===== src/rtl/ts_arb_pkg.sv =====
package ts_arb_pkg;
  localparam int unsigned DEF_REQS = 8;
  localparam int unsigned DEF_TS_W = 16;

  typedef enum logic {
    CLS_NORMAL = 1'b0,
    CLS_URGENT = 1'b1
  } arb_class_e;
endpackage


===== src/rtl/ts_arb_classify.sv =====
module ts_arb_classify #(
  parameter int unsigned N    = 8,
  parameter int unsigned TS_W = 16
) (
  input  logic [N-1:0]      req_valid,
  input  logic [N*TS_W-1:0] req_ts,
  input  logic [TS_W-1:0]   cur_time,
  output logic [N-1:0]      urgent_req,
  output logic [N-1:0]      normal_req
);
  for (genvar g = 0; g < N; g++) begin : g_cmp
    logic on_time;
    assign on_time       = (req_ts[g*TS_W +: TS_W] == cur_time);
    assign urgent_req[g] = req_valid[g] & on_time;
    assign normal_req[g] = req_valid[g] & ~on_time;
  end
endmodule


===== src/rtl/ts_arb_rr.sv =====
module ts_arb_rr #(
  parameter int unsigned N  = 8,
  parameter int unsigned IW = (N > 1) ? $clog2(N) : 1
) (
  input  logic          clk,
  input  logic          rst_n,
  input  logic [N-1:0]  req,
  input  logic          take,
  output logic          any,
  output logic [IW-1:0] idx
);
  localparam logic [IW-1:0] LAST = IW'(N - 1);

  logic [IW-1:0] ptr;
  logic [IW-1:0] ptr_nxt;

  always_comb begin
    any = 1'b0;
    idx = '0;
    for (int off = 0; off < N; off++) begin
      logic [IW:0] cand;
      cand = {1'b0, ptr} + (IW+1)'(off);
      if (cand >= (IW+1)'(N)) cand = cand - (IW+1)'(N);
      if (!any && req[cand[IW-1:0]]) begin
        any = 1'b1;
        idx = cand[IW-1:0];
      end
    end
  end

  assign ptr_nxt = (idx == LAST) ? '0 : idx + 1'b1;

  always_ff @(posedge clk) begin
    if (!rst_n)          ptr <= '0;
    else if (take && any) ptr <= ptr_nxt;
  end
endmodule


===== src/rtl/ts_rr_arbiter.sv =====
module ts_rr_arbiter
  import ts_arb_pkg::*;
#(
  parameter int unsigned N    = DEF_REQS,
  parameter int unsigned TS_W = DEF_TS_W,
  localparam int unsigned IW  = (N > 1) ? $clog2(N) : 1
) (
  input  logic              clk,
  input  logic              rst_n,
  input  logic [N-1:0]      req_valid,
  input  logic [N*TS_W-1:0] req_ts,
  input  logic [TS_W-1:0]   cur_time,
  input  logic              grant_ready,
  output logic              grant_valid,
  output logic [N-1:0]      grant,
  output logic [IW-1:0]     grant_idx,
  output logic              grant_urgent
);
  logic [N-1:0]  urg_req, nrm_req;
  logic          urg_any, nrm_any;
  logic [IW-1:0] urg_idx, nrm_idx;
  arb_class_e    win_cls;

  ts_arb_classify #(.N(N), .TS_W(TS_W)) u_cls (
    .req_valid (req_valid),
    .req_ts    (req_ts),
    .cur_time  (cur_time),
    .urgent_req(urg_req),
    .normal_req(nrm_req)
  );

  ts_arb_rr #(.N(N), .IW(IW)) u_rr_urg (
    .clk  (clk),
    .rst_n(rst_n),
    .req  (urg_req),
    .take (grant_ready && win_cls == CLS_URGENT),
    .any  (urg_any),
    .idx  (urg_idx)
  );

  ts_arb_rr #(.N(N), .IW(IW)) u_rr_nrm (
    .clk  (clk),
    .rst_n(rst_n),
    .req  (nrm_req),
    .take (grant_ready && win_cls == CLS_NORMAL),
    .any  (nrm_any),
    .idx  (nrm_idx)
  );

  assign win_cls      = urg_any ? CLS_URGENT : CLS_NORMAL;
  assign grant_valid  = urg_any | nrm_any;
  assign grant_idx    = (win_cls == CLS_URGENT) ? urg_idx : nrm_idx;
  assign grant_urgent = urg_any;
  assign grant        = grant_valid ? (N'(1) << grant_idx) : '0;
endmodule


===== config.mk =====
export PLATFORM = sky130hd
export DESIGN_NAME = ts_rr_arbiter
export DESIGN_NICKNAME = d
export VERILOG_FILES = /design/src/rtl/ts_arb_pkg.sv /design/src/rtl/ts_arb_classify.sv /design/src/rtl/ts_arb_rr.sv /design/src/rtl/ts_rr_arbiter.sv
export SDC_FILE = /design/constraint.sdc
export NUM_CORES = 1
export LEC_CHECK = 0
export BUFFER_PORTS_ARGS = -buffer_cell sky130_fd_sc_hd__buf_2
export CORE_UTILIZATION = 54
export CTS_CLUSTER_DIAMETER = 60
export CTS_CLUSTER_SIZE = 40
export DETAILED_ROUTE_END_ITERATION = 10
export PLACE_DENSITY = 0.93
export SYNTH_ARGS = -nofsm -noshare
export SYNTH_HDL_FRONTEND = slang
export SYNTH_SLANG_ARGS = --single-unit

===== constraint.sdc =====
create_clock -name clk -period 6.59 [get_ports clk]
set_input_delay 0 -clock clk [delete_from_list [all_inputs] [get_ports clk]]
set_output_delay 0 -clock clk [all_outputs]
set_load 0.02 [all_outputs]

* Word-level counts from Yosys, hierarchy flattened
Index checks and enable logic that the tools add are counted.
W data, S select, Z words.
** Word-level totals
- Register bits :: 6
- Logic and storage cells :: 220
** Cells by class
- Mux-type cells :: 85
- Equality and inequality tests :: 10
- Reduce and logical (&&, ||, !) cells :: 32
- $lt $le $gt $ge :: 32
- $add $sub $neg :: 32
- Shift-type cells :: 1
- Bitwise operators :: 26
** Operators by type and width (count)
- $eq A16 B16 Y1 :: 8
- $mux W3 :: 35
- $lt A3 B4 Y1 const B :: 16
- $ge A4 B4 Y1 const B :: 14
- $bmux W1 S3 :: 16
- $sub A3 B1 Y3 const B :: 16
- $mux W1 :: 33
- $add A3 B3 Y4 const B :: 8
- $logic_and A1 B1 Y1 :: 18
- $add A3 B2 Y4 const B :: 4
- $and A1 B1 Y1 :: 16
- $logic_not A1 Y1 :: 14
- $not A1 Y1 :: 9
- $add A3 B1 Y4 const B :: 2
- $ge A3 B4 Y1 const B :: 2
- $mux W8 :: 1
- $shl A1 B3 Y8 const A :: 1
- $add A3 B1 Y3 const B :: 2
- $eq A3 B3 Y1 const B :: 2
- $or A1 B1 Y1 :: 1

* Longest topological paths before layout
- Word-level depth :: 30
- Gate-level depth with buffers :: 19
- Depth with buffers taken out :: 15

* By module
Synthesis repeated with hierarchy kept, for this count alone.
** Second synthesis, totals
- Cell total of the unflattened synthesis :: 437
- Area total of the unflattened synthesis :: 3841.2 um^2
** By module, submodules not included
- ts_arb_rr :: instances 2, area each 1004.7 um^2, cells an instance 107
- ts_arb_classify :: instances 1, area each 1664.1 um^2, cells an instance 201
- ts_rr_arbiter :: instances 1, area each 167.7 um^2, cells an instance 22

* Worst setup path before layout
Ideal clock, no wire load.
- Path type :: register to register
- Start :: register u_rr_urg.ptr[0]
- End :: register u_rr_urg.ptr[0]
- Slack :: 1.699 ns
- Period minus slack after synthesis :: 4.891 ns
- Data arrival time :: 4.821 ns
- Stages on the path, launching flop included :: 20
- Cell sequence :: dfxtp_1 -> clkbuf_1 -> inv_1 -> buf_1 -> buf_1 -> ha_1 -> clkbuf_1 -> clkbuf_1 -> nor2_1 -> a32o_1 -> or4b_1 -> buf_2 -> o31ai_1 -> a32oi_1 -> or3_1 -> a22o_1 -> ha_1 -> ha_1 -> or4b_1 -> a21oi_1
** Between the ends
- Cells in the longest elaborated chain, start to end :: 29
- Elaborated cells between the ends (all ways) :: 83
- Those cells by class :: add/sub (16); order compare (8); eq/ne (1); mux (42); reduce/logical (16)
** Ends and longest elaborated chain
- start, declared :: RTL line ts_arb_rr.sv:14 : logic [IW-1:0] ptr;
- start signal, assigned :: RTL line ts_arb_rr.sv:35 : else if (take && any) ptr <= ptr_nxt;
- branches (longest 29 deep; another with $add A3 B1 Y4)
Parallel ways; which one is timed is not known. The select of a mux whose other input is x is not followed.
A chain may end at the register's enable or synchronous reset.

* Worst setup path after layout
- Start :: register u_rr_urg.ptr[1]
- End :: register u_rr_urg.ptr[0]
Same word-level chain as after synthesis.

==> impl_results.md <==
- RePlAce Congestion: 1.10
- Worst Hold Launch: rst_n
- Syn nets: 803
- Crit Path Category: reg2reg
- Nets: 927
- Number of global-route vias before repair: 5841
- First-pass GRT wire length: 29.0 mm
- Max IR drop VDD: 169 uV
- CP Capture Type: flop
- Maximum number of pins on one net before global-route repair: 33
- Drt via density: 7.02
- Post-DP HPWL: 14.4 mm
- Die height: 98.8 um
- Clock sink count: 6
- Cell area after synthesis: 0.00506 mm2
- Drt pass-1 iters: 5
- Final worst slack: 1.53 ns
- Post-detailed-routing wire length: 18.2 mm
- CP Cell Sequence: buf_4 > inv_1 > ha_1 > clkinv_1 > o2111ai_1 > or4b_1 > o31ai_1 > a32oi_1 > or3_1 > a22o_1 > ha_1 > ha_1 > or4b_1 > a21oi_1
- Largest fanout on the critical path: 24
- Num rows: 34
- Number of diodes: 0
- Critical-path top delay cell: ha_1
- Antenna Violating Nets Remaining: 0
- Final Setup Violations: 0
- Aggregate global-route resource usage: 36.7%
- Count of different cell masters after synthesis: 85
- Layout Area Growth over Synthesis: 15.5%
- Worst hold stages: 3
- Worst r2r path cells: 14
- Die area: 0.00976 mm2
- I/O pin count: 168
- Initial core utilization: 56.9%
- Initial DRC count: 716
- Tightest Hold Check Type: in2reg
- Post-CTS Setup Repair Bufs: 0
- Share of flip-flops with an asynchronous set or reset: 0%
- Status: complete, no violations
- TritonCTS Buffers: 3
- Setup TNS: 0 ns
- Final core utilization: 65.7%
- Avg Cell Area, Syn: 7.90 um2
- Design Area, Final: 0.00584 mm2
- Sequential area share after synthesis: 2.37%
- Req. time, crit path: 6.75 ns
- Cell repeated most along the worst path: ha_1
- Worst-path clk slew: 0.04 ns
- Dominant synthesized flop cell: dfxtp_1
- CTS tree: yes
- Final Power: 1.48 mW
- Worst-skew pair later-pin latency: 0.23 ns
- Yosys warns: 0
- Slew @ Worst Pin: 1.07 ns
- Post-synthesis sequential element count: 6
- Worst Hold Path EP: u_rr_nrm.ptr[1]
- Die X: 98.8 um
- Routed wire length per instance: 20.9 um
- Period utilization: 76.8%
- Remaining Overflow, GRT: 0
- Clk buf depth: 2
- Clk root buf: clkbuf_8
- Layout cell share with drive strength beyond 1: 30.8%
- Worst Skew: 0.00127 ns
- Placed inst area: 0.00580 mm2
- R2R Setup Slk: 1.53 ns
- Initial antenna violation count: 0
- Syn Inst Count: 640
- Max incr delay on CP: 0.72 ns
- Leakage: 2.29 nW
- Max Slew Vio Count: 0
- DR vias: 6107
- CP arrival: 5.22 ns
- RR Endpoint: u_rr_urg.ptr[0]
- DP Worst Slack: 1.71 ns
- Fin crit period: 5.06 ns
- Pwr dens: 254 mW/mm2
- Achievable Freq: 198 MHz
- Post_cts resized: 0
- Post-synth EDFFs: 0
- CTS H-Tree Depth: 1
- Rel. slew slack: 27.7%
- RSZ-0062 raised after global routing: false
- I/O Buffers: 167
- Reg2Reg Launch Point: u_rr_urg.ptr[1]
- FILL cells: 748
- Core Area: 0.00889 mm2
- # Max-Cap Violations: 0
- Drt drc: 0
- Final hold vios: 0
- Worst Setup Start Kind: flop
- CTS Hold Bufs: 0
-- how the worst max path moves through the flow --
stage / startpoint / end / slack (ns) / cells after the start
floorplan: u_rr_urg.ptr[0] / u_rr_urg.ptr[0] / 1.70 / 19
global placement: u_rr_nrm.ptr[1] / u_rr_nrm.ptr[0] / 1.89 / 13
detailed placement: u_rr_urg.ptr[1] / u_rr_urg.ptr[0] / 1.71 / 14
CTS: u_rr_urg.ptr[1] / u_rr_urg.ptr[0] / 1.69 / 14
global route: u_rr_urg.ptr[1] / u_rr_urg.ptr[0] / 1.21 / 14
finish: u_rr_urg.ptr[1] / u_rr_urg.ptr[0] / 1.53 / 14
-- area by class of cell --
type / instances / area (um2) / share of cell area, %
flip-flops and latches: 6 / 120 / 2.06
clock buffers: 3 / 41.3 / 0.707
inverters: 19 / 71.3 / 1.22
multi-input cells: 563 / 4610 / 78.9
repair buffers: 171 / 866 / 14.8
well taps: 108 / 135 / 2.31
-- worst max-delay path, delay by kind of cell, from the launching register on --
kind,cells,cell delay (ns)
compound gates,5,0.95
fa+ha+maj,3,1.08
buf+inv,3,1.14
flops,1,0.30
simple gates,3,1.51
-- synthesized netlist by cell type (all sizes together) (6+ instances only) --
| cell | instances | area [um2] |
|---|---|---|
| clkbuf | 28 | 105 |
| and2 | 11 | 71.3 |
| mux2i | 19 | 194 |
| nor2 | 39 | 146 |
| o41a | 8 | 90.1 |
| buf | 24 | 155 |
| a211oi | 13 | 97.6 |
| and3 | 7 | 43.8 |
| nor4 | 11 | 180 |
| nand3 | 19 | 95.1 |
| dfxtp | 6 | 120 |
| o41ai | 8 | 92.6 |
| nor3 | 11 | 55.1 |
| a21oi | 22 | 110 |
| xnor2 | 132 | 1160 |
| a221oi | 6 | 58.8 |
| nand4 | 34 | 219 |
| inv | 18 | 67.6 |
| o221ai | 7 | 67.6 |
| nand2 | 33 | 124 |
| mux4 | 21 | 473 |
| a31oi | 6 | 37.5 |
| a32oi | 17 | 156 |
| ha | 8 | 100 |
| nor2b | 15 | 93.8 |
| o21ai | 17 | 85.1 |
-- through the flow --
stage	hold slack [ns]	instances
global placement	0.312	867
floorplan	0.185	640
detailed placement	0.320	867
global route	0.101	870
CTS	0.0868	870
finish	0.0814	870
-- cells in the final DEF, fill, tap and decap left out, types with 4 or more instances in the layout --
master and n:
o221ai_1 6, a21oi_1 22, nor2b_1 15, a211oi_1 13, nand3_1 19, a21o_1 4
nand2_1 33, ha_1 8, nor4_4 7, nand4_1 33, buf_4 4, o22ai_1 4
o221a_2 5, nand2b_1 4, o41a_1 8, o21ai_0 15, a22o_1 5, nor3_1 11
and2_1 10, xnor2_1 132, dfxtp_1 6, and3_1 7, a221oi_1 5, inv_1 15
nor2_1 39, xor2_1 5, mux4_2 21, a22oi_1 4, a32o_1 4, a32oi_1 16
o211ai_1 5, buf_2 167, a31oi_1 6, o41ai_1 5, mux2i_1 18
-- metal layers --
layer | part of all wire, % | global-route usage [%]
met1 | 37 | 47.2
met2 | 47 | 62.3
met3 | 12 | 5.46
met4 | 3.6 | 13.1
met5 | 0 | 0
-- cells by family after synthesis --
family / Yosys count / synth area share, %
xor gates and xnor gates: 137 / 23.7
adders and majority gates: 8 / 1.98
and+or+nand+nor: 206 / 24.4
muxes: 44 / 14.1
buffers and inverters: 71 / 6.55
DFF: 6 / 2.37
AOI/OAI and AO/OA: 168 / 26.9
-- flip-flops by register name, indices dropped and copies added (netlist names) --
register,flops
u_rr_urg.ptr,3
u_rr_nrm.ptr,3
-- where the power goes --
| group | internal [mW] | switching, mW | leakage (nW) |
|---|---|---|---|
| Clock | 0.0395 | 0.0185 | 0.0216 |
| Combinational | 0.536 | 0.804 | 2.22 |
| Sequential | 0.0459 | 0.0388 | 0.0489 |
(Power assumes the default switching activity.)
